[config.mk]
export PLATFORM = sky130hd
export DESIGN_NAME = irq_enable_ctrl
export DESIGN_NICKNAME = d
export VERILOG_FILES = /design/src/rtl/irq_enable_ctrl.sv
export SDC_FILE = /design/constraint.sdc
export NUM_CORES = 1
export LEC_CHECK = 0
export CAP_MARGIN = 20
export CORE_UTILIZATION = 41
export DETAILED_ROUTE_END_ITERATION = 12
export PLACE_DENSITY = 0.6
export SLEW_MARGIN = 20
export SYNTH_ARGS = -nofsm -noshare
export SYNTH_HDL_FRONTEND = slang
export SYNTH_SLANG_ARGS = --single-unit
[constraint.sdc]
create_clock -name clk -period 9.3 [get_ports clk]
set_input_delay 1.86 -clock clk [delete_from_list [all_inputs] [get_ports clk]]
set_output_delay 1.86 -clock clk [all_outputs]
set_load 0.01 [all_outputs]
[src/rtl/irq_enable_ctrl.sv]
module irq_enable_ctrl #(
  parameter int N_ID   = 16,
  parameter int IDW    = 4,
  parameter int N_MREG = 3,
  parameter int MREG_W = 8,
  parameter int N_PREG = 2,
  parameter int PREG_W = 16,
  parameter int FLD_W  = 4,
  parameter int N_GRP  = 2,
  parameter logic [N_ID-1:0]                         HAS_VEC   = 16'h03FE,
  parameter logic [N_GRP*IDW-1:0]                    GRP_ID    = 8'hDC,
  parameter logic [N_GRP*N_ID-1:0]                   GRP_MEM   = 32'h04E0_0018,
  parameter logic [N_MREG*MREG_W*IDW-1:0]            MMAP      = 96'h00000000_D9400000_123C0B85,
  parameter logic [N_PREG*(PREG_W/FLD_W)*IDW-1:0]    PMAP      = 32'h7890_126A,
  parameter logic [N_MREG*32-1:0]                    MSET_ADDR = 96'h00000110_00000108_00000100,
  parameter logic [N_MREG*32-1:0]                    MCLR_ADDR = 96'h00000000_0000010C_00000104,
  parameter logic [N_PREG*32-1:0]                    PSET_ADDR = 64'h00000124_00000120
) (
  input  logic            clk,
  input  logic            rst_n,
  input  logic            wr_en,
  input  logic            rd_en,
  input  logic [31:0]     addr,
  input  logic [31:0]     wdata,
  output logic [31:0]     rdata,
  output logic [N_ID-1:0] src_en
);
  localparam int NFLD = PREG_W / FLD_W;
  localparam int NTOT = N_MREG * MREG_W + N_PREG * NFLD;
  localparam int CW   = $clog2(NTOT + 1) + 1;

  function automatic logic [IDW-1:0] mid(int r, int b);
    return MMAP[(r*MREG_W + b)*IDW +: IDW];
  endfunction

  function automatic logic [IDW-1:0] pid(int p, int f);
    return PMAP[(p*NFLD + f)*IDW +: IDW];
  endfunction

  function automatic logic [IDW-1:0] gid(int g);
    return GRP_ID[g*IDW +: IDW];
  endfunction

  function automatic int occ(int id);
    int n;
    n = 0;
    for (int r = 0; r < N_MREG; r++)
      for (int b = 0; b < MREG_W; b++)
        if (int'(mid(r, b)) == id) n++;
    for (int p = 0; p < N_PREG; p++)
      for (int f = 0; f < NFLD; f++)
        if (int'(pid(p, f)) == id) n++;
    return n;
  endfunction

  function automatic logic [CW-1:0] need(int s);
    int n;
    if (s == 0 || !HAS_VEC[s]) return '0;
    n = occ(s);
    for (int g = 0; g < N_GRP; g++)
      if (GRP_MEM[g*N_ID + s]) n += occ(int'(gid(g)));
    return CW'(n);
  endfunction

  function automatic logic hit(logic [31:0] cfg, logic [31:0] a);
    return (cfg[28:0] != 29'd0) && (a[28:0] == cfg[28:0]);
  endfunction

  logic [MREG_W-1:0] mreg_q [N_MREG];
  logic [MREG_W-1:0] mreg_d [N_MREG];
  logic [PREG_W-1:0] preg_q [N_PREG];
  logic [PREG_W-1:0] preg_d [N_PREG];
  logic [CW-1:0]     cnt_q  [N_ID];
  logic [CW-1:0]     cnt_d  [N_ID];
  logic [N_MREG-1:0] hit_ms, hit_mc;
  logic [N_PREG-1:0] hit_p;
  logic [N_ID-1:0]   en_d;
  logic [31:0]       rd_mux;
  int                dlt [N_ID];

  logic unused_bits;
  assign unused_bits = ^{addr[31:29], wdata[31:PREG_W]};

  always_comb begin
    for (int r = 0; r < N_MREG; r++) begin
      hit_ms[r] = hit(MSET_ADDR[r*32 +: 32], addr);
      hit_mc[r] = hit(MCLR_ADDR[r*32 +: 32], addr);
    end
    for (int p = 0; p < N_PREG; p++)
      hit_p[p] = hit(PSET_ADDR[p*32 +: 32], addr);
  end

  always_comb begin
    for (int r = 0; r < N_MREG; r++) begin
      mreg_d[r] = mreg_q[r];
      if (wr_en && hit_ms[r] && MCLR_ADDR[r*32 +: 29] != 29'd0)
        mreg_d[r] = mreg_q[r] | wdata[MREG_W-1:0];
      if (wr_en && hit_mc[r])
        mreg_d[r] = mreg_q[r] & ~wdata[MREG_W-1:0];
    end
    for (int p = 0; p < N_PREG; p++)
      preg_d[p] = (wr_en && hit_p[p]) ? wdata[PREG_W-1:0] : preg_q[p];
  end

  always_comb begin : count_next
    logic was, now;
    int   tot;
    for (int i = 0; i < N_ID; i++) dlt[i] = 0;
    for (int r = 0; r < N_MREG; r++)
      for (int b = 0; b < MREG_W; b++)
        if (mreg_d[r][b] != mreg_q[r][b])
          dlt[mid(r, b)] += mreg_d[r][b] ? 1 : -1;
    for (int p = 0; p < N_PREG; p++)
      for (int f = 0; f < NFLD; f++) begin
        was = preg_q[p][f*FLD_W +: FLD_W] != '0;
        now = preg_d[p][f*FLD_W +: FLD_W] != '0;
        if (was != now) dlt[pid(p, f)] += now ? 1 : -1;
      end
    for (int s = 0; s < N_ID; s++) begin
      tot = 0;
      if (s != 0 && HAS_VEC[s]) begin
        tot = dlt[s];
        for (int g = 0; g < N_GRP; g++)
          if (GRP_MEM[g*N_ID + s]) tot += dlt[gid(g)];
      end
      cnt_d[s] = cnt_q[s] + CW'(tot);
      en_d[s]  = (s != 0) && HAS_VEC[s] && need(s) != '0 && cnt_d[s] == need(s);
    end
  end

  always_comb begin
    rd_mux = '0;
    for (int r = 0; r < N_MREG; r++)
      if (hit_ms[r] || hit_mc[r]) rd_mux = 32'(mreg_q[r]);
    for (int p = 0; p < N_PREG; p++)
      if (hit_p[p]) rd_mux = 32'(preg_q[p]);
  end

  always_ff @(posedge clk) begin
    if (!rst_n) begin
      for (int r = 0; r < N_MREG; r++) mreg_q[r] <= '0;
      for (int p = 0; p < N_PREG; p++) preg_q[p] <= '0;
      for (int s = 0; s < N_ID; s++)   cnt_q[s]  <= '0;
      src_en <= '0;
      rdata  <= '0;
    end else begin
      mreg_q <= mreg_d;
      preg_q <= preg_d;
      cnt_q  <= cnt_d;
      src_en <= en_d;
      if (rd_en) rdata <= rd_mux;
    end
  end

  // Guards on register write semantics
  for (genvar gr = 0; gr < N_MREG; gr++) begin : g_mchk
    if (MCLR_ADDR[gr*32 +: 29] != 29'd0) begin : g_pair
      a_r2_set_ors: assert property (@(posedge clk) disable iff (!rst_n)
        (wr_en && hit_ms[gr] && !hit_mc[gr]) |=>
          ((mreg_q[gr] & $past(wdata[MREG_W-1:0])) == $past(wdata[MREG_W-1:0])));
      a_r3_clr_clears: assert property (@(posedge clk) disable iff (!rst_n)
        (wr_en && hit_mc[gr]) |=> ((mreg_q[gr] & $past(wdata[MREG_W-1:0])) == '0));
    end else begin : g_ro
      a_r4_ro_mask: assert property (@(posedge clk) disable iff (!rst_n)
        (wr_en && hit_ms[gr]) |=> $stable(mreg_q[gr]));
    end
  end

  for (genvar gp = 0; gp < N_PREG; gp++) begin : g_pchk
    a_r4_prio_replace: assert property (@(posedge clk) disable iff (!rst_n)
      (wr_en && hit_p[gp]) |=> (preg_q[gp] == $past(wdata[PREG_W-1:0])));
  end

  // Guards on enable counting
  for (genvar gs = 0; gs < N_ID; gs++) begin : g_schk
    a_r8_cnt_cap: assert property (@(posedge clk) disable iff (!rst_n)
      cnt_q[gs] <= need(gs));
    a_r8_en_full: assert property (@(posedge clk) disable iff (!rst_n)
      src_en[gs] |-> (cnt_q[gs] == need(gs) && need(gs) != '0));
  end

  a_r7_idle_stable: assert property (@(posedge clk) disable iff (!rst_n)
    !wr_en |=> $stable(src_en));
endmodule

==> results of run 1 <==
cell usage in the layout, fill, tap and decap left out, types with 7 or more instances in the layout:
master and count:
sky130_fd_sc_hd__a211oi_1 23, sky130_fd_sc_hd__a21o_1 32, sky130_fd_sc_hd__a21oi_1 69, sky130_fd_sc_hd__a2bb2oi_1 8, sky130_fd_sc_hd__and2_1 40, sky130_fd_sc_hd__buf_4 8
sky130_fd_sc_hd__clkbuf_16 17, sky130_fd_sc_hd__clkdlybuf4s50_1 73, sky130_fd_sc_hd__conb_1 23, sky130_fd_sc_hd__dfxtp_1 136, sky130_fd_sc_hd__fa_1 48, sky130_fd_sc_hd__ha_1 60
sky130_fd_sc_hd__inv_1 31, sky130_fd_sc_hd__inv_6 7, sky130_fd_sc_hd__mux2i_1 25, sky130_fd_sc_hd__nand2_1 89, sky130_fd_sc_hd__nand3_1 15, sky130_fd_sc_hd__nor2_1 56
sky130_fd_sc_hd__nor2b_1 8, sky130_fd_sc_hd__nor3b_1 8, sky130_fd_sc_hd__nor4_1 14, sky130_fd_sc_hd__o21ai_0 20, sky130_fd_sc_hd__or2_2 7, sky130_fd_sc_hd__xnor2_1 47
sky130_fd_sc_hd__xor2_1 8
critical path: stages:
cell and delay [ns]:
sky130_fd_sc_hd__clkdlybuf4s50_1 1.04, sky130_fd_sc_hd__nor4bb_1 0.42, sky130_fd_sc_hd__nand4_1 0.39, sky130_fd_sc_hd__nor2_1 0.30
sky130_fd_sc_hd__mux2i_1 0.31, sky130_fd_sc_hd__inv_1 0.09, sky130_fd_sc_hd__fa_1 0.43, sky130_fd_sc_hd__fa_1 0.49
sky130_fd_sc_hd__a21o_1 0.22, sky130_fd_sc_hd__ha_1 0.34, sky130_fd_sc_hd__nor2_1 0.06, sky130_fd_sc_hd__nor2_1 0.21
sky130_fd_sc_hd__xor2_1 0.12, sky130_fd_sc_hd__or4b_2 0.65, sky130_fd_sc_hd__a2111oi_1 0.44
where the power goes:
group | switching [mW] | leakage, nW | internal [mW]
Clock | 0.292 | 0.298 | 0.407
Combinational | 0.0353 | 2.89 | 0.0271
Sequential | 0.000570 | 1.10 | 0.583
flip-flops by register name (all words and copies together) (netlist names):
| signal | cells |
|---|---|
| preg_q | 32 |
| rdata | 16 |
| src_en | 9 |
| mreg_q | 16 |
| cnt_q | 63 |
routing by layer:
metal | share of wire | vias up | global-route usage
met5 | 0 | - | 0
met4 | 0.0094 | 0 | 0.05152
met3 | 0.026 | 13 | 0.03850
met2 | 0.47 | 80 | 0.2895
met1 | 0.49 | 2960 | 0.2365
li1 | - | 3223 | -
through the flow:
| step | utilization | power, mW | hold slack (ns) | instance area, um2 |
|---|---|---|---|---|
| 6_report | 0.5005 | 1.345 | 0.4517 | 9868 |
| 5_1_grt | 0.5005 | 1.396 | 0.4692 | 9868 |
| 4_1_cts | 0.5005 | 1.363 | 0.4534 | 9868 |
| 3_5_place_dp | 0.4698 | 0.6590 | 0.4449 | 9264 |
| 3_3_place_gp | 0.4698 | 0.6593 | 0.4375 | 9264 |
| 2_1_floorplan | - | 0.6329 | 0.4312 | 8454 |
kinds of logic after synthesis:
| family | after synthesis | share of synthesized area |
|---|---|---|
| mux | 25 | 0.02989 |
| simple gates | 288 | 0.1841 |
| other cells | 1 | 0.0004479 |
| buf+inv | 89 | 0.05171 |
| flops | 136 | 0.3252 |
| compound gates | 187 | 0.1466 |
| xor+xnor | 55 | 0.05754 |
| fa+ha+maj | 108 | 0.2045 |
how the worst max path moves through the flow:
stage | startpoint | end | slack (ns) | cells past startpoint
finish | addr[5] | src_en[2]$_SDFF_PN0_ | 2.22 | 15
global route | addr[5] | src_en[9]$_SDFF_PN0_ | 1.86 | 15
CTS | addr[13] | src_en[2]$_SDFF_PN0_ | 2.26 | 17
detailed placement | addr[5] | src_en[8]$_SDFF_PN0_ | 1.83 | 15
global placement | addr[5] | src_en[9]$_SDFF_PN0_ | 1.80 | 15
floorplan | addr[19] | src_en[9]$_SDFF_PN0_ | 2.78 | 19
area by class of cell:
cell class | instances | area [um2] | share of cell area
inverter | 32 | 120.1 | 0.01217
multi-input combinational | 686 | 5299 | 0.5370
clock buffer | 17 | 425.4 | 0.04311
sequential | 136 | 2723 | 0.2759
clock inverter | 15 | 178.9 | 0.01813
timing repair buffer | 81 | 790.8 | 0.08013
tap | 265 | 331.6 | 0.03360
==> results.md, run 1 <==
- Run status: completed
- Wire length of the first global-routing pass: 28.66 mm
- Nature of the critical path endpoint: flip-flop
- Number of instances in the synthesized netlist: 889
- Most area-consuming cells after synthesis: sky130_fd_sc_hd__dfxtp_1 33%, sky130_fd_sc_hd__fa_1 11%, sky130_fd_sc_hd__ha_1 9.0%
- Final worst setup slack: 2.223 ns
- Cell count after placement: 1200
- Number of primary I/O pins: 116
- Final hold violations: 0
- IO Port Bufs: 73
- Number of register bits inferred by synthesis: 136
- Row Count: 51
- Full die area: 0.02099 mm2
- Destination of the worst hold path: preg_q[16]$_SDFFE_PN0N_
- Clock Tree Buf Depth: 2
- Pre-antenna DRT Iters: 6
- Routed Antenna Nets: 0
- Worst slack at placement: 1.827 ns
- Number of global-route vias before repair: 5865
- Number of cells on the worst reg-to-reg path: 12
- Worst-Margin Slew: 0.9271 ns
- Mapped cell area: 0.008372 mm2
- Synth async-reset ratio: 0
- Final slew viol count: 0
- Number of cells traversed by the worst hold path: 2
- Startpoint of the most critical register-to-register path: preg_q[26]$_SDFF_PN0_
- Relative slew slack: 0.3796
- Global-route usage over all layers: 0.1781
- Max-capacitance violation count: 0
- Clock period minus worst slack: 7.077 ns
- Maximum clock frequency: 0.1413 GHz
- Reg-to-reg setup timing slack: 5.07 ns
- Number of warning messages in the yosys log: 0
- Cell with the most instances after synthesis: sky130_fd_sc_hd__dfxtp_1
- Largest area contributor in the synthesized netlist: sky130_fd_sc_hd__dfxtp_1
- Top cells by instance count after synthesis: 136 x sky130_fd_sc_hd__dfxtp_1, 89 x sky130_fd_sc_hd__nand2_1, 69 x sky130_fd_sc_hd__a21oi_1
- Area growth from synthesis to layout: 17.87%
- Maximum level of the CTS H-tree: 4
- Number of design rule violations left after detail routing: 0
- Filler cells: 1854
- Worst min-delay path startpoint: preg_q[16]$_SDFFE_PN0N_
- Die extent in x: 144.9 um
- Post-CTS setup buffer count: 0
- FF-to-FF End: src_en[2]$_SDFF_PN0_
- WL final: 17.75 mm
- Clk_skew: 0.008871 ns
- Gates resized, CTS repair: 0
- Fraction of layout cells with a size suffix above 1: 0.05895
- Overflow after GRT: 0
- Initial standard-cell utilization of the core: 0.4246
- TritonCTS clock tree: done
- Cts hold-fix bufs: 0
- Worst Path Class, Setup: in2reg
- Worst IR drop on VDD: 0.0001234 V
- Highest fanout seen on the critical path: 23
- Fraction of synthesized cell area taken by the top area cell type: 0.3252
- Path class of the lowest-slack min-delay path: reg2reg
- Placeable core area: 0.01972 mm2
- Die Y-Extent: 144.9 um
- Clock buffers created by TritonCTS: 17
- Antenna violations before repair: 0
- Sequential area share after synthesis: 0.3252
- CP Data Required Time: 9.59 ns
- Arrival time of data at the critical path endpoint: 7.37 ns
- Largest net degree at the start of global routing: 61
- Share of the cycle needed by the critical path after routing: 0.7610
- Final total negative setup slack: 0 ns
- Count of flip-flops with a built-in enable after synthesis: 0
- Most used flip-flop cell after synthesis: sky130_fd_sc_hd__dfxtp_1
- Avg WL per Cell: 14.41 um
- Vias per cell: 5.094
- RSZ-0062 raised after global routing: no
- Total via count after detailed routing: 6276
- Power per standard cell area: 136.3 mW/mm2
- CTS clock-pin slew for the worst setup and hold paths: 0.06 ns
- Total inserted antenna cells: 0
- Number of unique standard cell types used by synthesis: 58
- Final-report setup violation count: 0
- Clock tree root buffer cell: sky130_fd_sc_hd__clkbuf_16
- Clock tree sinks: 136
- DP Wirelength: 12.91 mm
- Synth Area per Inst: 9.417 um2
- Final nets: 1130
- Leakage dissipation: 4.287 nW
- Clock latency on the worst-skew pair: 0.43 ns
- Number of design-rule violations left by the first detailed-router iteration: 323
- Finished Layout Cells: 1232
- Final RePlAce weighted congestion: 0.7696
- Sort of element at the start of the critical path: primary input
Power figures use the tool's default switching activity.
==> run 2, diff against run 1 <==
--- a/config.mk
+++ b/config.mk
@@ -8,7 +8,7 @@
 export CAP_MARGIN = 20
 export CORE_UTILIZATION = 41
 export DETAILED_ROUTE_END_ITERATION = 12
-export PLACE_DENSITY = 0.6
+export PLACE_DENSITY = 0.62
 export SLEW_MARGIN = 20
 export SYNTH_ARGS = -nofsm -noshare
 export SYNTH_HDL_FRONTEND = slang
==> constraint.sdc (replaced) <==
create_clock -name clk -period 6.4 [get_ports clk]
set_input_delay 1.28 -clock clk [delete_from_list [all_inputs] [get_ports clk]]
set_output_delay 1.28 -clock clk [all_outputs]
set_load 0.01 [all_outputs]
==> run 2 against run 1 <==
Effect of this change:
- core utilization is 0.70 points higher
- critical path depth is 3 higher
- via count is 1.8% higher
- non-clock buffer count is 22 higher
- largest power group unchanged
- global-route usage is 0.65 points higher
- largest cell class unchanged
- critical endpoint is now src_en[9]$_SDFF_PN0_
- die area stayed put
==> results.md, run 2 (synthesis gave the netlist of run 1 again) <==
- Final slew viol count: 0
- Final total negative setup slack: 0 ns
- IO Port Bufs: 73
- Leakage dissipation: 4.375 nW
- Number of global-route vias before repair: 6328
- Vias per cell: 5.095
- Cell count after placement: 1222
- Highest fanout seen on the critical path: 4
- Final-report setup violation count: 0
- Placeable core area: 0.01972 mm2
- Full die area: 0.02099 mm2
- Top Registers: cnt_q (63), preg_q (32)
- Clock buffers created by TritonCTS: 17
- Number of design rule violations left after detail routing: 0
- Row Count: 51
- Clock Tree Buf Depth: 2
- Arrival time of data at the critical path endpoint: 6.17 ns
- Power per standard cell area: 190.1 mW/mm2
- Clock latency on the worst-skew pair: 0.43 ns
- Worst Path Class, Setup: in2reg
- CP Data Required Time: 6.73 ns
- Die extent in x: 144.9 um
- Relative slew slack: 0.3144
- CP max stage delay: 0.42 ns
- Maximum level of the CTS H-tree: 4
- Run status: completed
- RSZ-0062 raised after global routing: no
- Finished Layout Cells: 1254
- Clk_skew: 0.009884 ns
- Design Power: 1.902 mW
- Final RePlAce weighted congestion: 0.7948
- Nature of the critical path endpoint: flip-flop
- Total inserted antenna cells: 0
- Sort of element at the start of the critical path: primary input
- Overflow after GRT: 0
- Gates resized, CTS repair: 0
- Die Y-Extent: 144.9 um
- Routed Antenna Nets: 0
- Post-CTS setup buffer count: 0
- Largest net degree at the start of global routing: 53
- Worst-Margin Slew: 1.028 ns
- Wire length of the first global-routing pass: 30.13 mm
- Share of the cycle needed by the critical path after routing: 0.9137
- Chain of cells forming the critical path: clkdlybuf4s50_1, nor4_2, nand3_1, nor4_2, nand2_1, mux2i_1, ha_1, inv_1, fa_1, fa_1, nor4_1, or2_2, ha_1, nor2b_1, a221o_1, a211oi_1, nand4_1, nor3b_1
- WL final: 18.26 mm
- Fraction of layout cells with a size suffix above 1: 0.07988
- DP Wirelength: 13.45 mm
- Flip-flop count of the largest register after layout: 63
- Cts hold-fix bufs: 0
- Antenna violations before repair: 0
- Number of design-rule violations left by the first detailed-router iteration: 273
- Total via count after detailed routing: 6389
- Pre-antenna DRT Iters: 7
- CTS clock-pin slew for the worst setup and hold paths: 0.06 ns
- Clock tree root buffer cell: sky130_fd_sc_hd__clkbuf_16
- Maximum clock frequency: 0.1710 GHz
- Area growth from synthesis to layout: 19.52%
- Final nets: 1152
- Final hold violations: 0
- Number of primary I/O pins: 116
- Avg WL per Cell: 14.56 um
- Largest reg by FF count: cnt_q
- TritonCTS clock tree: done
- Clock period minus worst slack: 5.848 ns
- Slowest CP cell: sky130_fd_sc_hd__clkdlybuf4s50_1
- Max-capacitance violation count: 0
- Clock tree sinks: 136
- Path class of the lowest-slack min-delay path: reg2reg
- Commonest cells after routing, fill and taps aside: 136 x sky130_fd_sc_hd__dfxtp_1, 89 x sky130_fd_sc_hd__nand2_1, 73 x sky130_fd_sc_hd__clkdlybuf4s50_1
- Worst IR drop on VDD: 0.0002142 V
- Global-route usage over all layers: 0.1846
- Initial standard-cell utilization of the core: 0.4246
- Most common library cell in the layout ignoring fill and taps: sky130_fd_sc_hd__dfxtp_1
[run 2: final cells by class]
type / instances / area, um2
timing repair buffer: 103 / 955.9
clock inverter: 15 / 151.4
sequential: 136 / 2723
inverter: 32 / 120.1
multi-input combinational: 686 / 5299
tap: 265 / 331.6
clock buffer: 17 / 425.4
fill: 1813 / 9712
[run 2: critical path: cells and delay by family]
kind	cells	cell delay [ns]
AND/OR/NAND/NOR	9	2.30
adder cells (fa/ha/maj)	4	1.30
AO/OA/AOI/OAI	2	0.65
buffers and inverters	2	0.47
multiplexers	1	0.16
[run 2: worst paths after layout]
kind,start,endpoint,slack [ns],cells past startpoint
worst max-delay path,addr[13],src_en[9]$_SDFF_PN0_,0.55,18
worst min-delay path,preg_q[0]$_SDFFE_PN0N_,preg_q[0]$_SDFFE_PN0N_,0.45,2
worst max register to register,preg_q[8]$_SDFF_PN0_,src_en[8]$_SDFF_PN0_,2.22,12
worst min register to register,preg_q[0]$_SDFFE_PN0N_,preg_q[0]$_SDFFE_PN0N_,0.45,2
[run 2: metrics by stage]
step	util	cell area (um2)	hold slack (ns)	worst slack (ns)
3_3_place_gp	0.4782	9429	0.4380	0.1183
2_1_floorplan	-	8454	0.4312	0.4627
3_5_place_dp	0.4782	9429	0.4475	0.05342
5_1_grt	0.5075	10010	0.4845	0.07742
4_1_cts	0.5075	10010	0.4564	0.5007
6_report	0.5075	10010	0.4538	0.5522
[run 2: power by group]
group / internal (mW) / total, mW / switching, mW
combinational: 0.0411 / 0.0923 / 0.0512
clock: 0.519 / 0.962 / 0.443
sequential: 0.847 / 0.848 / 0.000730
total: 1.41 / 1.90 / 0.495
[run 2: metal layers]
layer	vias to the layer above	GRT usage	routed length (um)
met5	-	0	0
met4	0	0.05319	156
met3	12	0.03620	579
met2	90	0.3039	8758
met1	3024	0.2447	8765
li1	3263	-	-
